`config.mk`:
```
export PLATFORM = sky130hd
export DESIGN_NAME = uart_wake_rx
export DESIGN_NICKNAME = d
export VERILOG_FILES = /design/src/rtl/uwr_pkg.sv /design/src/rtl/uwr_line_in.sv /design/src/rtl/uwr_frame_fsm.sv /design/src/rtl/uwr_idle_det.sv /design/src/rtl/uart_wake_rx.sv
export SDC_FILE = /design/constraint.sdc
export NUM_CORES = 1
export LEC_CHECK = 0
export BUFFER_PORTS_ARGS = -buffer_cell sky130_fd_sc_hd__clkbuf_2
export CORE_MARGIN = 3
export CORE_UTILIZATION = 24
export CTS_CLUSTER_DIAMETER = 200
export CTS_CLUSTER_SIZE = 10
export DETAILED_ROUTE_END_ITERATION = 7
export SKIP_CTS_REPAIR_TIMING = 1
export SLEW_MARGIN = 10
export SYNTH_ARGS = -nofsm -noshare
export SYNTH_HDL_FRONTEND = slang
export SYNTH_SLANG_ARGS = --single-unit
```
`constraint.sdc`:
```
create_clock -name clk -period 2.6 [get_ports clk]
set_input_delay 0.39 -clock clk [delete_from_list [all_inputs] [get_ports clk]]
set_output_delay 0.39 -clock clk [all_outputs]
set_load 0.01 [all_outputs]
```
`src/rtl/uwr_pkg.sv`:
```
package uwr_pkg;

    typedef enum logic [1:0] {
        ST_HUNT,
        ST_START,
        ST_DATA,
        ST_STOP
    } rx_state_t;

    typedef struct packed {
        logic [8:0] data;
        logic       ferr;
        logic       perr;
    } rx_frame_t;

endpackage

```
`src/rtl/uwr_line_in.sv`:
```
module uwr_line_in #(
    parameter int SYNC = 2
) (
    input  logic clk,
    input  logic rst_n,
    input  logic rxd,
    input  logic loop_en,
    input  logic loop_data,
    output logic line
);
    logic [SYNC-1:0] chain;
    logic            raw;

    assign raw = loop_en ? loop_data : rxd;

    always_ff @(posedge clk or negedge rst_n) begin
        if (!rst_n) chain <= '1;
        else        chain <= {chain[SYNC-2:0], raw};
    end

    assign line = chain[SYNC-1];
endmodule

```
`src/rtl/uwr_frame_fsm.sv`:
```
module uwr_frame_fsm
    import uwr_pkg::*;
#(
    parameter int OVS = 16
) (
    input  logic      clk,
    input  logic      rst_n,
    input  logic      tick,
    input  logic      line,
    input  logic      nine_bits,
    input  logic      par_en,
    input  logic      par_odd,
    output logic      hunting,
    output logic      start_seen,
    output logic      done,
    output rx_frame_t frame
);
    localparam int PW = $clog2(OVS);
    localparam logic [PW-1:0] MID  = PW'(OVS/2 - 1);
    localparam logic [PW-1:0] V0   = PW'(OVS/2 - 2);
    localparam logic [PW-1:0] V2   = PW'(OVS/2);
    localparam logic [PW-1:0] LAST = PW'(OVS - 1);

    rx_state_t     state, nxt;
    logic [PW-1:0] ph;
    logic [3:0]    bidx;
    logic [3:0]    last_idx;
    logic [8:0]    sh;
    logic [8:0]    word;
    logic          s_a, s_b, vote;

    assign last_idx = nine_bits ? 4'd8 : 4'd7;
    assign vote     = (s_a & s_b) | (s_a & line) | (s_b & line);
    assign word     = nine_bits ? sh : {1'b0, sh[7:0]};
    assign hunting  = (state == ST_HUNT);

    always_ff @(posedge clk or negedge rst_n) begin
        if (!rst_n) state <= ST_HUNT;
        else        state <= nxt;
    end

    always_comb begin
        nxt = state;
        unique case (state)
            ST_HUNT:  if (tick && !line) nxt = ST_START;
            ST_START: begin
                if (tick && ph == MID && line) nxt = ST_HUNT;
                else if (tick && ph == LAST)   nxt = ST_DATA;
            end
            ST_DATA:  if (tick && ph == LAST && bidx == last_idx) nxt = ST_STOP;
            ST_STOP:  if (tick && ph == V2) nxt = ST_HUNT;
            default:  nxt = ST_HUNT;
        endcase
    end

    always_ff @(posedge clk or negedge rst_n) begin
        if (!rst_n) begin
            ph         <= '0;
            bidx       <= '0;
            sh         <= '0;
            s_a        <= 1'b1;
            s_b        <= 1'b1;
            done       <= 1'b0;
            start_seen <= 1'b0;
            frame      <= '0;
        end else begin
            done       <= 1'b0;
            start_seen <= 1'b0;
            if (tick) begin
                if (state == ST_HUNT) begin
                    ph   <= PW'(1);
                    bidx <= '0;
                    if (!line) begin
                        start_seen <= 1'b1;
                        sh         <= '0;
                    end
                end else begin
                    ph <= (ph == LAST) ? '0 : ph + PW'(1);
                    if (ph == V0)  s_a <= line;
                    if (ph == MID) s_b <= line;
                    if (state == ST_DATA && ph == V2)   sh[bidx] <= vote;
                    if (state == ST_DATA && ph == LAST) bidx <= bidx + 4'd1;
                    if (state == ST_STOP && ph == V2) begin
                        done       <= 1'b1;
                        frame.data <= word;
                        frame.ferr <= ~vote;
                        frame.perr <= par_en & ((^word) != par_odd);
                    end
                end
            end
        end
    end
endmodule

```
`src/rtl/uwr_idle_det.sv`:
```
module uwr_idle_det #(
    parameter int OVS = 16
) (
    input  logic clk,
    input  logic rst_n,
    input  logic tick,
    input  logic line,
    input  logic hunting,
    input  logic start_seen,
    input  logic long_mode,
    input  logic nine_bits,
    output logic idle_hit
);
    localparam int LIM10 = 10 * OVS;
    localparam int LIM11 = 11 * OVS;
    localparam int CW    = $clog2(LIM11 + 1);

    logic [CW-1:0] cnt;
    logic [CW-1:0] lim;
    logic          armed;

    assign lim = nine_bits ? CW'(LIM11 - 1) : CW'(LIM10 - 1);

    always_ff @(posedge clk or negedge rst_n) begin
        if (!rst_n) begin
            cnt      <= '0;
            armed    <= 1'b0;
            idle_hit <= 1'b0;
        end else begin
            idle_hit <= 1'b0;
            if (start_seen) begin
                armed <= 1'b1;
                cnt   <= '0;
            end else if (tick) begin
                if (!line) begin
                    cnt <= '0;
                end else if (armed && (!long_mode || hunting)) begin
                    if (cnt == lim) begin
                        idle_hit <= 1'b1;
                        armed    <= 1'b0;
                        cnt      <= '0;
                    end else begin
                        cnt <= cnt + CW'(1);
                    end
                end
            end
        end
    end
endmodule

```
`src/rtl/uart_wake_rx.sv`:
```
module uart_wake_rx
    import uwr_pkg::*;
#(
    parameter int OVS  = 16,
    parameter int SYNC = 2
) (
    input  logic       clk,
    input  logic       rst_n,
    input  logic       tick16,
    input  logic       rxd,
    input  logic       loop_en,
    input  logic       loop_data,
    input  logic       nine_bits,
    input  logic       par_en,
    input  logic       par_odd,
    input  logic       long_idle,
    input  logic       wake_addr,
    input  logic       rie,
    input  logic       ilie,
    input  logic       sleep_req,
    input  logic       rd_ack,
    input  logic       idle_clr,
    output logic [8:0] rx_data,
    output logic       rdrf,
    output logic       overrun,
    output logic       idle_flag,
    output logic       frame_err,
    output logic       par_err,
    output logic       asleep,
    output logic       rx_irq,
    output logic       idle_irq
);
    logic      line, hunting, start_seen, done, idle_hit;
    rx_frame_t frame;
    logic      addr_mark, accept, wake, idle_set;

    uwr_line_in #(.SYNC(SYNC)) u_line (
        .clk(clk), .rst_n(rst_n), .rxd(rxd),
        .loop_en(loop_en), .loop_data(loop_data), .line(line)
    );

    uwr_frame_fsm #(.OVS(OVS)) u_fsm (
        .clk(clk), .rst_n(rst_n), .tick(tick16), .line(line),
        .nine_bits(nine_bits), .par_en(par_en), .par_odd(par_odd),
        .hunting(hunting), .start_seen(start_seen), .done(done), .frame(frame)
    );

    uwr_idle_det #(.OVS(OVS)) u_idle (
        .clk(clk), .rst_n(rst_n), .tick(tick16), .line(line),
        .hunting(hunting), .start_seen(start_seen),
        .long_mode(long_idle), .nine_bits(nine_bits), .idle_hit(idle_hit)
    );

    assign addr_mark = nine_bits ? frame.data[8] : frame.data[7];
    assign accept    = done & (~asleep | (wake_addr & addr_mark));
    assign wake      = asleep & ((~wake_addr & idle_hit) | (wake_addr & done & addr_mark));
    assign idle_set  = idle_hit & ~asleep;

    always_ff @(posedge clk or negedge rst_n) begin
        if (!rst_n) begin
            rx_data   <= '0;
            rdrf      <= 1'b0;
            overrun   <= 1'b0;
            idle_flag <= 1'b0;
            frame_err <= 1'b0;
            par_err   <= 1'b0;
            asleep    <= 1'b0;
        end else begin
            if (rd_ack) begin
                rdrf    <= 1'b0;
                overrun <= 1'b0;
            end
            if (accept) begin
                if (rdrf && !rd_ack) begin
                    overrun <= 1'b1;
                end else begin
                    rx_data   <= frame.data;
                    frame_err <= frame.ferr;
                    par_err   <= frame.perr;
                    rdrf      <= 1'b1;
                end
            end
            if (idle_clr)  idle_flag <= 1'b0;
            if (idle_set)  idle_flag <= 1'b1;
            if (wake)      asleep    <= 1'b0;
            if (sleep_req) asleep    <= 1'b1;
        end
    end

    assign rx_irq   = (rdrf | overrun) & rie;
    assign idle_irq = idle_flag & ilie;
endmodule

```
==> out/results.ini, run 1 <==
[power]
total_power_mw=2.74
max_rail_drop_vdd_uv=366
power_density_nw_per_um2=741
total_leakage_power_nw=1.68

[cells_and_area]
nFillCells=1253
area_delta_synth_final_pct=22.0
layout-drive-gt1-share_pct=24.9
insertedDiodeCount=0
finish.net_count=356

[floorplan]
area_enclosed_by_the_die_boundary_um2=14000
coreArea_um2=12200
fp.dieH_um=118
die_width_um=118
initial_core_util_pct=24.9
std_cell_rows=40
io_pins=33

[yosys]
synth-main-ff-cell=sky130_fd_sc_hd__dfrtp_1
seq_area_frac_synth_pct=50.6
synth.distinct_cells=53
synth.cells.most_frequent=sky130_fd_sc_hd__dfrtp_1 (57), sky130_fd_sc_hd__nand2_1 (46), sky130_fd_sc_hd__o21ai_0 (23)
synth_warnings=0
syn_area_um2=3030
number_of_instances_in_the_synthesized_netlist=294
mappedNetlistNets=318
yosysTopAreaCell=sky130_fd_sc_hd__dfrtp_1
synth.most_common_cell=sky130_fd_sc_hd__dfrtp_1
ys_async_sr_fraction_pct=100
netlist_top_cells_area=sky130_fd_sc_hd__dfrtp_1 (47%), sky130_fd_sc_hd__nand2_1 (5.7%), sky130_fd_sc_hd__mux2_2 (5.2%), sky130_fd_sc_hd__o21ai_0 (3.8%), sky130_fd_sc_hd__dfstp_2 (3.5%)
synth_enable_flop_cells=0
synth.top_cell.area_share_pct=47.1
syn_area_per_cell_um2=10.3
synth-seq-cells=61

[setup_path]
cpPeakStageDelay_ns=0.62
crit_path_start_kind=register
cp_data_arrival_time_ns=2.25
worstSetupPathType=reg -> reg
timing.critical_path.max_delay_family=compound AO/OA/AOI/OAI gates
crit_required_ns=2.84
cp_cell_instances=o21ai_2, a311oi_1, buf_4, o21ai_0, a221oi_2
sum_of_buffers_and_inverters_on_the_critical_path=1
critical_path.slowest_cell=sky130_fd_sc_hd__dfrtp_1
critPathMaxFanout=13
worstSetupEndpointType=register

[clock_network]
cts.htree.levels=3
cts-buffers-inserted=9
clk_transition_reported_paths_ns=0.05
clockRootBuffer=sky130_fd_sc_hd__clkbuf_16
cts_tree=done
cts.sink_count=61
clockBufferDepth=2
clock_latency_late_sink_ns=0.34

[timing]
maximum_clock_frequency_ghz=0.499
timing.hold.ws_ns=-0.0313
finalSetupTns_ns=0
worst-slew-pin-transition_ns=0.698
rsz0062_at_grt=no
final_critical_delay_including_setup_and_external_delays_ns=2.00
report.final.setup_viol=0
final.setup_skew_ns=0.00538
maxSlewHeadroom_pct=53.4
timing.final.hold_violations=12
min_period_over_period_pct=77.0
final_max_slew_viols=0

[hold_path]
worstHoldPathType=in -> async

[route]
drt-vias-per-instance=4.58
drt_first_iter_violations=116
first_pass_iters=4
antenna_left=0
drt_wl_total_mm=6.49
avgRoutedWirePerCell_um=12.8
drc=0
dr_total_vias=2311

[run]
max_cap_viol=0

[place]
numPortBuffers=32
dp_hpwl_mm=4.65
rd_place_congestion=0.796

[status]
violations_in_the_final_reports=negative hold slack
run_status=complete, but fails checks

[global_route]
first_global_vias=2418
grt_util_all_layers_pct=10.1
antenna_found_initial=0
global_route_wire_length_before_repair_mm=11.4
maximum_number_of_pins_on_one_net_before_global_route_repair=25
gr-total-overflow=0

==> report_power, final <==
part / internal, mW / switching [mW]
combinational: 0.164 / 0.186
clock: 0.763 / 0.431
sequential: 1.05 / 0.136
==> per-layer routing <==
| metal | global-route usage, % | up-vias | wire length (µm) |
|---|---|---|---|
| met5 | 0 | - | 0 |
| met4 | 7.18 | 0 | 212 |
| met3 | 2.11 | 16 | 283 |
| met2 | 16.5 | 50 | 3140 |
| met1 | 11.8 | 1114 | 2860 |
| li1 | - | 1131 | - |
==> cells by family after synthesis <==
| group | synth area share [%] |
|---|---|
| adders and majority gates | 3.64 |
| buffers and inverters | 3.39 |
| muxes | 5.54 |
| xor gates and xnor gates | 3.52 |
| AOI/OAI and AO/OA | 17.2 |
| and+or+nand+nor | 16.1 |
| DFF | 50.6 |
==> worst paths after layout <==
| path | endpoint | slack, ns | start | depth (start not counted) |
|---|---|---|---|---|
| max | u_idle.cnt[7] | 0.60 | register | 5 |
| min | u_fsm.ph[3] | -0.03 | rst_n | 1 |
| max reg2reg | u_idle.cnt[7] | 0.60 | register | 5 |
| min reg2reg | u_line.chain[1] | 0.35 | u_line.chain[0] | 0 |
| max in group asynchronous | u_fsm.s_b | 1.94 | rst_n | 2 |
| min in group clk | overrun | 0.21 | rd_ack | 2 |
==> cell usage in the layout, fill, tap and decap left out, drive strengths merged, types with 8 or more instances in the layout <==
cell type	count
nand3	8
mux2	14
clkbuf	42
inv	15
a21oi	13
o21ai	30
nor2	9
dfrtp	57
ha	8
nand2	46
==> state kept, by name, summed over array words and instances (netlist names), 2 cells and up, named ones only <==
register and count:
u_fsm.frame 11, u_fsm.bidx 4, u_idle.cnt 8, rx_data 9
u_fsm.ph 4, u_fsm.sh 9, u_line.chain 2
==> cell type report <==
| type | instances | area (µm²) | share of cell area, % |
|---|---|---|---|
| Clock buffer | 10 | 239 | 6.47 |
| Sequential cell | 61 | 1530 | 41.5 |
| Clock inverter | 6 | 62.6 | 1.69 |
| Multi-Input combinational cell | 207 | 1390 | 37.7 |
| Tap cell | 168 | 210 | 5.69 |
| Inverter | 16 | 60.1 | 1.63 |
| Timing Repair Buffer | 37 | 198 | 5.35 |
==> through the flow <==
stage	area, µm²	worst slack, ns	util, %	std cells
after floorplan	3030	0.942	-	294
after global placement	3390	0.723	27.9	489
after detailed placement	3390	0.653	27.9	489
after CTS	3690	0.656	30.4	505
after global routing	3690	0.422	30.4	505
final	3690	0.597	30.4	505
No activity file was read; power rests on OpenSTA's default activity.
==> run 2, diff against run 1 <==
- clock period: 2.6 -> 1.7 ns (I/O delays scaled with it)
==> out/results.ini, run 2 (synthesized netlist as in run 1, its figures left out) <==
[status]
run_status=complete, but fails checks
violations_in_the_final_reports=negative setup slack

[floorplan]
std_cell_rows=40
die_width_um=118
fp.dieH_um=118
coreArea_um2=12200
io_pins=33
area_enclosed_by_the_die_boundary_um2=14000
initial_core_util_pct=24.9

[setup_path]
timing.critical_path.max_delay_family=simple AND/OR/NAND/NOR gates
critPathMaxFanout=4
cpPeakStageDelay_ns=0.49
cp_data_arrival_time_ns=1.99
cp_cell_instances=inv_2, ha_2, and4b_2, o211ai_1, or4_4, o21ai_1
timing.reg2reg.setup_slack_ns=-0.03
worstSetupEndpointType=register
crit_path_start_kind=register
critical_path.slowest_cell=sky130_fd_sc_hd__or4_4
worstSetupPathType=reg -> reg
sum_of_buffers_and_inverters_on_the_critical_path=1
crit_required_ns=1.96

[route]
dr_total_vias=2428
drc=0
drt_first_iter_violations=68
first_pass_iters=4
antenna_left=0
avgRoutedWirePerCell_um=12.8
drt_wl_total_mm=6.79
drt-vias-per-instance=4.56

[global_route]
use_met3_pct=2.78
grt_util_all_layers_pct=10.1
antenna_found_initial=0
first_global_vias=2506
maximum_number_of_pins_on_one_net_before_global_route_repair=62
gr-usage-met2_pct=16.6
top_usage_layer=met2
global_route_wire_length_before_repair_mm=11.6
gr-total-overflow=0
global_route.usage.met1_pct=12.2

[cells_and_area]
post_layout_nonfiller_instances=532
layout.core_utilization_pct=33.1
biggestRegsByFlops=u_fsm.frame (11), rx_data (9), u_fsm.sh (9)
layout-drive-gt1-share_pct=33.5
final_common_cell=sky130_fd_sc_hd__dfrtp_1
registers.top_by_ff_count=u_fsm.frame
area_delta_synth_final_pct=32.9
finish.net_count=383
insertedDiodeCount=0
layout.cells.most_common_list=sky130_fd_sc_hd__dfrtp_1 (57), sky130_fd_sc_hd__nand2_1 (46), sky130_fd_sc_hd__clkbuf_2 (32)
largest_reg_flops=11

[power]
max_rail_drop_vdd_uv=620
power_density_nw_per_um2=1170
total_leakage_power_nw=1.85

[timing]
final.setup_skew_ns=0.00689
final_critical_delay_including_setup_and_external_delays_ns=1.73
maxSlewHeadroom_pct=76.4
maximum_clock_frequency_ghz=0.578
timing.hold.ws_ns=0.0824
worst-slew-pin-transition_ns=0.353
report.final.setup_viol=4
final_critical_path_setup_slack_ns=-0.0288
min_period_over_period_pct=102
rsz0062_at_grt=yes
final_max_slew_viols=0
finalSetupTns_ns=-0.0528
timing.final.hold_violations=0

[place]
rd_place_congestion=0.826
numPortBuffers=32
dpl.cell_count=512
dp_hpwl_mm=4.71

[clock_network]
clockBufferDepth=2
cts-buffers-inserted=9
clock_latency_late_sink_ns=0.33
cts.htree.levels=3
clk_transition_reported_paths_ns=0.05
cts_tree=done
cts.sink_count=61
clockRootBuffer=sky130_fd_sc_hd__clkbuf_16

[run]
max_cap_viol=0

[hold_path]
worstHoldPathType=in -> reg

-- run 2: changes by cell type in the layout (fill, tap and decap cells not counted), moves of 2 or more --
| cell | change |
|---|---|
| sky130_fd_sc_hd__buf_12 | +3 |
| sky130_fd_sc_hd__buf_4 | +23 |
| sky130_fd_sc_hd__bufinv_16 | +2 |
| sky130_fd_sc_hd__ha_1 | -2 |
| sky130_fd_sc_hd__ha_2 | +2 |
| sky130_fd_sc_hd__inv_1 | -2 |
| sky130_fd_sc_hd__inv_2 | +2 |
| sky130_fd_sc_hd__o21ai_1 | -3 |
| sky130_fd_sc_hd__o21ai_2 | +3 |
| sky130_fd_sc_hd__or4_1 | -2 |
| sky130_fd_sc_hd__or4_4 | +2 |
-- run 2: metrics by stage --
step           cell area (µm²)  total power [mW]  worst slack (ns)
2_1_floorplan             3030              2.19            0.0418
3_3_place_gp              3600              2.57           0.00747
3_5_place_dp              3600              2.61           -0.0635
4_1_cts                   3940              4.73           -0.0726
5_1_grt                   4020              4.94            -0.109
6_report                  4020              4.70           -0.0288
-- run 2: final cells by class --
cell class,count,area [µm²]
Timing Repair Buffer,64,440
Inverter,16,63.8
Sequential cell,61,1530
Tap cell,168,210
Multi-Input combinational cell,207,1430
Clock inverter,6,111
Fill cell,1222,8140
Clock buffer,10,229
-- run 2: path summary, 6_finish.rpt --
kind                                  from         endpoint  cells after the start
max reg2reg                    u_fsm.ph[1]      u_fsm.sh[1]                      6
min                                 rd_ack          overrun                      2
min in group asynchronous            rst_n    u_idle.cnt[0]                      3
max in group asynchronous            rst_n        u_fsm.s_a                      3
min reg2reg                u_line.chain[0]  u_line.chain[1]                      0
max                            u_fsm.ph[1]      u_fsm.sh[1]                      6
-- run 2: per-layer routing --
layer / wire, µm / part of all wire (%) / vias to the layer above
met5: 0 / 0 / -
li1: - / - / 1184
met4: 149 / 2.2 / 0
met3: 311 / 4.6 / 13
met1: 3100 / 46 / 1188
met2: 3240 / 48 / 43
-- run 2: power by group --
group / internal [mW] / leakage [nW] / switching [mW] / total (mW)
Combinational: 0.442 / 0.871 / 0.444 / 0.886
Clock: 1.43 / 0.163 / 0.662 / 2.09
Sequential: 1.61 / 0.815 / 0.107 / 1.72
Total: 3.49 / 1.85 / 1.21 / 4.70
==> run 3, diff against run 2 <==
- BUFFER_PORTS_ARGS: -buffer_cell sky130_fd_sc_hd__clkbuf_2 -> default
- CORE_UTILIZATION: 24 -> 23
- DONT_BUFFER_PORTS: default -> 1
==> out/results.ini, run 3 (synthesized netlist as in run 1, its figures left out) <==
[status]
run_status=complete, but fails checks
violations_in_the_final_reports=negative hold slack

[power]
power_density_nw_per_um2=1100
power.share.combinational_pct=21.0
total_power_mw=4.19
switching_share_pct=27.4
proportion_of_power_drawn_by_flip_flops_and_latches_pct=41.3
clock_power_share_pct=37.7
total_switching_power_mw=1.15
cell_internal_pwr_mw=3.04
max_rail_drop_vdd_uv=478
total_leakage_power_nw=1.68

[clock_network]
clk_transition_reported_paths_ns=0.05
cts.sink_count=61
cts-buffers-inserted=9
cts_tree=done
clock_latency_late_sink_ns=0.32
cts.htree.levels=3
clockBufferDepth=2
clockRootBuffer=sky130_fd_sc_hd__clkbuf_16

[floorplan]
initial_core_util_pct=23.8
coreArea_um2=12700
die_width_um=121
io_pins=33
area_enclosed_by_the_die_boundary_um2=14600
std_cell_rows=41
fp.dieH_um=121

[timing]
maxSlewHeadroom_pct=77.4
min_period_over_period_pct=99.6
rsz0062_at_grt=yes
final_max_slew_viols=0
worst-slew-pin-transition_ns=0.336
final_critical_delay_including_setup_and_external_delays_ns=1.69
final.setup_skew_ns=0.00313
maximum_clock_frequency_ghz=0.590
timing.hold.ws_ns=-0.369
report.final.setup_viol=0
timing.final.hold_violations=61
finalSetupTns_ns=0

[route]
drt_first_iter_violations=94
first_pass_iters=4
drt_wl_total_mm=6.72
avgRoutedWirePerCell_um=13.3
drc=0
dr_total_vias=2321
antenna_left=0
drt-vias-per-instance=4.60

[cells_and_area]
insertedDiodeCount=0
biggestRegsByFlops=u_fsm.frame (11), rx_data (9), u_fsm.sh (9)
final_common_cell=sky130_fd_sc_hd__dfrtp_1
registers.top_by_ff_count=u_fsm.frame
area_delta_synth_final_pct=26.3
layout.cells.most_common_list=sky130_fd_sc_hd__dfrtp_1 (57), sky130_fd_sc_hd__nand2_1 (46), sky130_fd_sc_hd__buf_4 (28)
non_filler_cell_area_final_um2=3820
finish.net_count=352
layout.core_utilization_pct=30.0
layout-drive-gt1-share_pct=27.6
post_layout_nonfiller_instances=505
largest_reg_flops=11
nFillCells=1337

[setup_path]
worstSetupPathType=reg -> reg
worstSetupEndpointType=register
critPathMaxFanout=5
crit_path_start_kind=register
cp_data_arrival_time_ns=1.93
crit_required_ns=1.93

[global_route]
global_route.usage.met1_pct=11.6
use_met3_pct=2.76
gr-total-overflow=0
top_usage_layer=met2
grt_util_all_layers_pct=9.58
antenna_found_initial=0
maximum_number_of_pins_on_one_net_before_global_route_repair=62
first_global_vias=2330
gr-usage-met2_pct=15.2
global_route_wire_length_before_repair_mm=11.1

[place]
numPortBuffers=0
detailed_place.area_um2=3400
rd_place_congestion=0.853
dpl.cell_count=481
dp_hpwl_mm=4.55

[hold_path]
worstHoldPathType=in -> async

[run]
max_cap_viol=0

-- run 3: changes by cell type in the layout (fill, tap and decap cells not counted), sizes merged --
cell and change:
clkinvlp +1, clkbuf -31, clkinv +2, bufinv -3
-- run 3: worst max-delay path: stages (launching register included) --
cell	delay [ns]
sky130_fd_sc_hd__dfrtp_1	0.41
sky130_fd_sc_hd__o21ai_4	0.20
sky130_fd_sc_hd__a311oi_2	0.13
sky130_fd_sc_hd__buf_4	0.17
sky130_fd_sc_hd__buf_4	0.13
sky130_fd_sc_hd__or3_1	0.35
sky130_fd_sc_hd__a221oi_2	0.21
-- run 3: power by group through the flow --
stage	combinational, mW	clock [mW]	sequential, mW
2_1_floorplan	0.435	0	1.76
3_3_place_gp	0.743	0	1.74
3_5_place_dp	0.767	0	1.74
4_1_cts	0.770	1.63	1.72
5_1_grt	0.985	1.68	1.75
6_report	0.880	1.58	1.73
-- run 3: area by class of cell --
class | instances | area [µm²] | area share [%]
Sequential cell | 61 | 1530 | 40.1
Clock inverter | 5 | 27.5 | 0.720
Clock buffer | 11 | 233 | 6.09
Timing Repair Buffer | 32 | 256 | 6.71
Timing Repair inverter | 1 | 5.00 | 0.131
Inverter | 16 | 63.8 | 1.67
Tap cell | 172 | 215 | 5.63
Multi-Input combinational cell | 207 | 1490 | 39.0
-- run 3: metrics by stage --
step / setup WS [ns] / hold WS [ns]
floorplan: 0.0418 / -0.0406
global placement: -0.0625 / -0.0359
detailed placement: -0.0728 / -0.0358
CTS: -0.0955 / -0.386
global route: -0.0833 / -0.386
finish: 0.00602 / -0.369
-- run 3: worst paths after layout --
check / start / end / slack (ns) / cells after the start
max in group asynchronous: rst_n / u_fsm.s_b / 1.88 / 0
worst min-delay path: rst_n / u_idle.cnt[6] / -0.37 / 0
worst max register to register: u_fsm.state[0] / u_idle.cnt[3] / 0.006 / 6
min in group clk: tick16 / u_idle.cnt[6] / 0.01 / 1
worst max-delay path: u_fsm.state[0] / u_idle.cnt[3] / 0.006 / 6
worst min register to register: u_line.chain[0] / u_line.chain[1] / 0.36 / 0
-- run 3: layer usage --
layer | part of all wire, % | vias up | wire (µm)
met1 | 45 | 1149 | 3000
met3 | 4.6 | 14 | 307
met2 | 48 | 43 | 3230
li1 | - | 1115 | -
met4 | 2.7 | 0 | 182
met5 | 0 | - | 0
